`src/rtl/rsc_queue.sv`:
```
module rsc_queue #(
    parameter int unsigned W     = 64,
    parameter int unsigned DEPTH = 4
) (
    input  logic         clk,
    input  logic         rst_n,
    input  logic         push_valid,
    output logic         push_ready,
    input  logic [W-1:0] push_item,
    output logic         head_valid,
    output logic [W-1:0] head_item,
    input  logic         pop
);
    localparam int unsigned PTR_W = (DEPTH > 1) ? $clog2(DEPTH) : 1;
    localparam int unsigned CNT_W = $clog2(DEPTH + 1);

    typedef struct packed {
        logic [PTR_W-1:0] wr;
        logic [PTR_W-1:0] rd;
        logic [CNT_W-1:0] cnt;
    } qptr_t;

    qptr_t      ptr_d, ptr_q;
    logic [W-1:0] slots_q [DEPTH];
    logic       do_push, do_pop;

    function automatic logic [PTR_W-1:0] bump(input logic [PTR_W-1:0] p);
        return (p == PTR_W'(DEPTH - 1)) ? '0 : p + PTR_W'(1);
    endfunction

    assign push_ready = (ptr_q.cnt != CNT_W'(DEPTH));
    assign head_valid = (ptr_q.cnt != '0);
    assign head_item  = slots_q[ptr_q.rd];
    assign do_push    = push_valid && push_ready;
    assign do_pop     = pop && head_valid;

    always_comb begin
        ptr_d = ptr_q;
        if (do_push) ptr_d.wr = bump(ptr_q.wr);
        if (do_pop)  ptr_d.rd = bump(ptr_q.rd);
        ptr_d.cnt = ptr_q.cnt + CNT_W'(do_push) - CNT_W'(do_pop);
    end

    always_ff @(posedge clk) begin
        if (!rst_n) ptr_q <= '0;
        else        ptr_q <= ptr_d;
    end

    always_ff @(posedge clk) begin
        if (do_push) slots_q[ptr_q.wr] <= push_item;
    end

    assert_no_overflow_R4: assert property (@(posedge clk) disable iff (!rst_n)
        !push_ready |=> (ptr_q.cnt <= $past(ptr_q.cnt)));
    assert_pop_nonempty_R1: assert property (@(posedge clk) disable iff (!rst_n)
        pop |-> head_valid);
endmodule

```
`config.mk`:
```
export PLATFORM = sky130hd
export DESIGN_NAME = rsc_queue
export DESIGN_NICKNAME = d
export VERILOG_FILES = /design/src/rtl/rsc_queue.sv
export SDC_FILE = /design/constraint.sdc
export NUM_CORES = 1
export LEC_CHECK = 0
export CAP_MARGIN = 20
export CORE_MARGIN = 2
export CORE_UTILIZATION = 35
export DETAILED_ROUTE_END_ITERATION = 10
export GPL_TIMING_DRIVEN = 0
export SETUP_SLACK_MARGIN = 0.05
export SLEW_MARGIN = 0
export SYNTH_ARGS = -nofsm -noshare
export SYNTH_HDL_FRONTEND = slang
export SYNTH_SLANG_ARGS = --single-unit
export TNS_END_PERCENT = 10
```
`constraint.sdc`:
```
create_clock -name clk -period 3.4 [get_ports clk]
set_input_delay 0.51 -clock clk [delete_from_list [all_inputs] [get_ports clk]]
set_output_delay 0.51 -clock clk [all_outputs]
set_load 0.1 [all_outputs]
```
==> summary.md <==
| Metric | Value |
|---|---|
| Status | `complete, no violations` |
| Final count of hold timing violations | `0` |
| Final instance area | `between 10000 and 15000 um2` |
| Dpl ws | `157 ps` |
| Mapped cell area | `approximately 9700 um2` |
| Crit. End Element | `primary output` |
| CP arrival | `2730 ps` |
| Die width | `170 um` |
| Num CTS Buffers | `27` |
| Yosys cell types | `27` |
| P&R area growth vs syn | `30.1%` |
| Placed cell area | `11600 um2` |
| Post-CTS Repair Setup Buffers | `0` |
| Fin crit period | `between 3000 and 4000 ps` |
| RSZ-0062 raised after global routing | `yes` |
| Worst path cell trace | `buf_2 -> mux4_2 -> clkdlybuf4s50_1` |
| Die area | `~29000 um2` |
| Hold slack | `506 ps` |
| Hpwl dp | `10.8 mm` |
| Tot Pwr | `11.5 mW` |
| Multi-input gate area | `1730 um2` |
| DRC Markers | `0` |
| CTS tree | `built` |
| Clock root cell | `clkbuf_16` |
| GRT overflow | `0` |
| Worst min path class | `reg -> reg` |
| 1st-pass router iterations | `4` |
| Synthesized instance count | `about 390` |
| Top cell family by delay on the critical path | `buffers and inverters` |
| Syn_area_per_cell | `25.1 um2` |
| Seq/Total Area, Yosys | `0.811` |
| DR iter-0 viols | `200` |
| Max IR drop VDD | `0.576 mV` |
| Warnings, synthesis | `0` |
| Number of buffers added on ports | `133` |
| Clock transition at path regs | `60 ps` |
| Skew-Pair Late Insertion Delay | `between 500 and 600 ps` |
| Power per cell area | `914 nW/um2` |
| CTS max path bufs | `3` |
| Slew @ Worst Pin | `1050 ps` |
| Worst Hold Depth | `2` |
| Vias per cell | `4.73` |
| Drt total wl | `between 15 and 20 mm` |
| Buf/Inv on CP | `2` |
| Critical path type | `reg -> out` |
| Initial antenna violation count | `1` |
| Final max-slew violation count | `0` |
| Tcrit/Tclk final | `0.952` |
| Vias | `4479` |
| Nets | `between 600 and 700` |
| Endpoints failing setup | `0` |
| Max Cap Violations | `0` |
| Leakage | `4.02 nW` |
| Effective utilization at floorplan | `0.358` |
| Num ports | `around 130` |
| Synthesis-stage register bit count | `265` |
| R2R depth | `12` |
| Number of global-route vias before repair | `4959` |
| Final antenna-violating net count | `0` |
| Launching element type of the critical path | `register` |
| CP max-delay cell | `clkdlybuf4s50_1` |
| Routed length per instance | `19.2 um` |
| GP Congestion | `0.678` |
| Global-route usage over all layers | `0.127` |
| H-tree Lvls | `1` |
| Crit-path max FO | `10` |
| Syn_nets | `462` |
| FF/Latch Area | `7870 um2` |
| Setup Skew | `9.95 ps` |
| CP peak stage delay | `between 1000 and 1500 ps` |
| Num rows | `60` |
| FMAX | `about 300 MHz` |
| Worst EP required | `between 2000 and 3000 ps` |
| Relative slew slack | `0.298` |
| Final WS setup | `164 ps` |
| Clk sink count | `265` |
| Post-route setup TNS | `0 ps` |
| Die height | `170 um` |
| Layout cell share with drive strength beyond 1 | `0.330` |
| FILL cells | `2268` |
| Placeable Area | `~27000 um2` |
| Largest net degree at the start of global routing | `44` |
| Global-route wire length before repair | `27.9 mm` |
| Levels on crit path | `3` |
tightest hold or removal path, delay by kind of cell (launching register included):
| family | cells | cell delay, ps |
|---|---|---|
| simple gates | 1 | 70 |
| mux | 1 | 50 |
| flops | 1 | 340 |
through the flow:
| stage | std cells | utilization |
|---|---|---|
| 6_report | 946 | 0.466 |
| 5_1_grt | 945 | 0.466 |
| 4_1_cts | 945 | 0.466 |
| 3_5_place_dp | 895 | 0.428 |
| 3_3_place_gp | 891 | 0.424 |
| 2_1_floorplan | 386 | - |
path summary, 6_finish.rpt:
path              startpoint            end  slack [ps]
setup reg to reg    ptr_q[1]       ptr_q[2]         870
hold reg to reg     ptr_q[6]       ptr_q[6]         510
hold / removal      ptr_q[6]       ptr_q[6]         510
setup / recovery    register  head_item[62]         160
state kept, by name (all words and copies together) (netlist names), named ones only:
name and flops:
slots_q 256, ptr_q 7
Yosys cell counts (all sizes together):
| master | count | area share |
|---|---|---|
| edfxtp | 256 | 0.79 |
| mux4 | 64 | 0.15 |
| buf | 11 | 0.0076 |
| dfxtp | 9 | 0.019 |
| ha | 7 | 0.0090 |
| inv | 6 | 0.0023 |
| clkbuf | 5 | 0.0019 |
| nand2 | 5 | 0.0019 |
| and3 | 4 | 0.0030 |
| and2 | 3 | 0.0022 |
| o21ai | 3 | 0.0015 |
| nand3 | 2 | 0.0010 |
| nor2 | 2 | 0.00077 |
| xnor2 | 2 | 0.0018 |
| fa | 1 | 0.0021 |
| mux2i | 1 | 0.0010 |
| nand4 | 1 | 0.00065 |
| nor2b | 1 | 0.00065 |
| o31ai | 1 | 0.00077 |
| or3 | 1 | 0.00077 |
| or3b | 1 | 0.00090 |
layout by cell type, fill, tap and decap left out, types with 3 or more instances in the layout:
master / instances
clkinv_2: 6
mux4_2: 64
and3_4: 4
clkinv_1: 3
ha_1: 7
buf_4: 6
clkbuf_16: 27
nand2_1: 5
bufinv_16: 5
clkinvlp_4: 5
clkdlybuf4s50_1: 73
clkdlybuf4s15_2: 59
inv_1: 6
edfxtp_1: 256
dfxtp_1: 9
buf_16: 3
clkbuf_1: 6
timing repair:
| item | 4_1_cts | 5_1_grt |
|---|---|---|
| endpoints found under the setup margin | 60 | 4 |
| gates resized for setup | 179 | 1 |
| hold buffers | 0 | 0 |
area by class of cell:
| type | instances | area share |
|---|---|---|
| Sequential cell | 265 | 0.623 |
| Multi-Input combinational cell | 99 | 0.137 |
| Timing Repair Buffer | 137 | 0.119 |
| Clock buffer | 28 | 0.0538 |
| Tap cell | 372 | 0.0369 |
| Clock inverter | 22 | 0.0202 |
| Buffer | 16 | 0.00734 |
| Inverter | 6 | 0.00178 |
| Antenna cell | 1 | 0.000198 |
power by group:
part	total (mW)	internal [mW]	switching (mW)	leakage, nW
Sequential	4.04	3.95	0.0817	2.42
Clock	3.05	1.84	1.20	0.447
Combinational	4.45	1.15	3.30	1.16
cell families after synthesis:
group | Yosys count | synth area share
flip-flops | 265 | 0.811
buffers and inverters | 22 | 0.0119
adder cells (fa/ha/maj) | 8 | 0.0111
multiplexers | 65 | 0.150
AO/OA/AOI/OAI | 4 | 0.00232
AND/OR/NAND/NOR | 20 | 0.0119
XOR/XNOR | 2 | 0.00181
metal layers:
metal  vias to the layer above  global-route usage  routed length [um]
met2                       126               0.213                8870
met1                      2338               0.166                7840
li1                       1986                   -                   -
met5                         -                   0                   0
met3                        29              0.0307                1030
met4                         0              0.0323                 410
No activity file was read; power rests on OpenSTA's default activity.
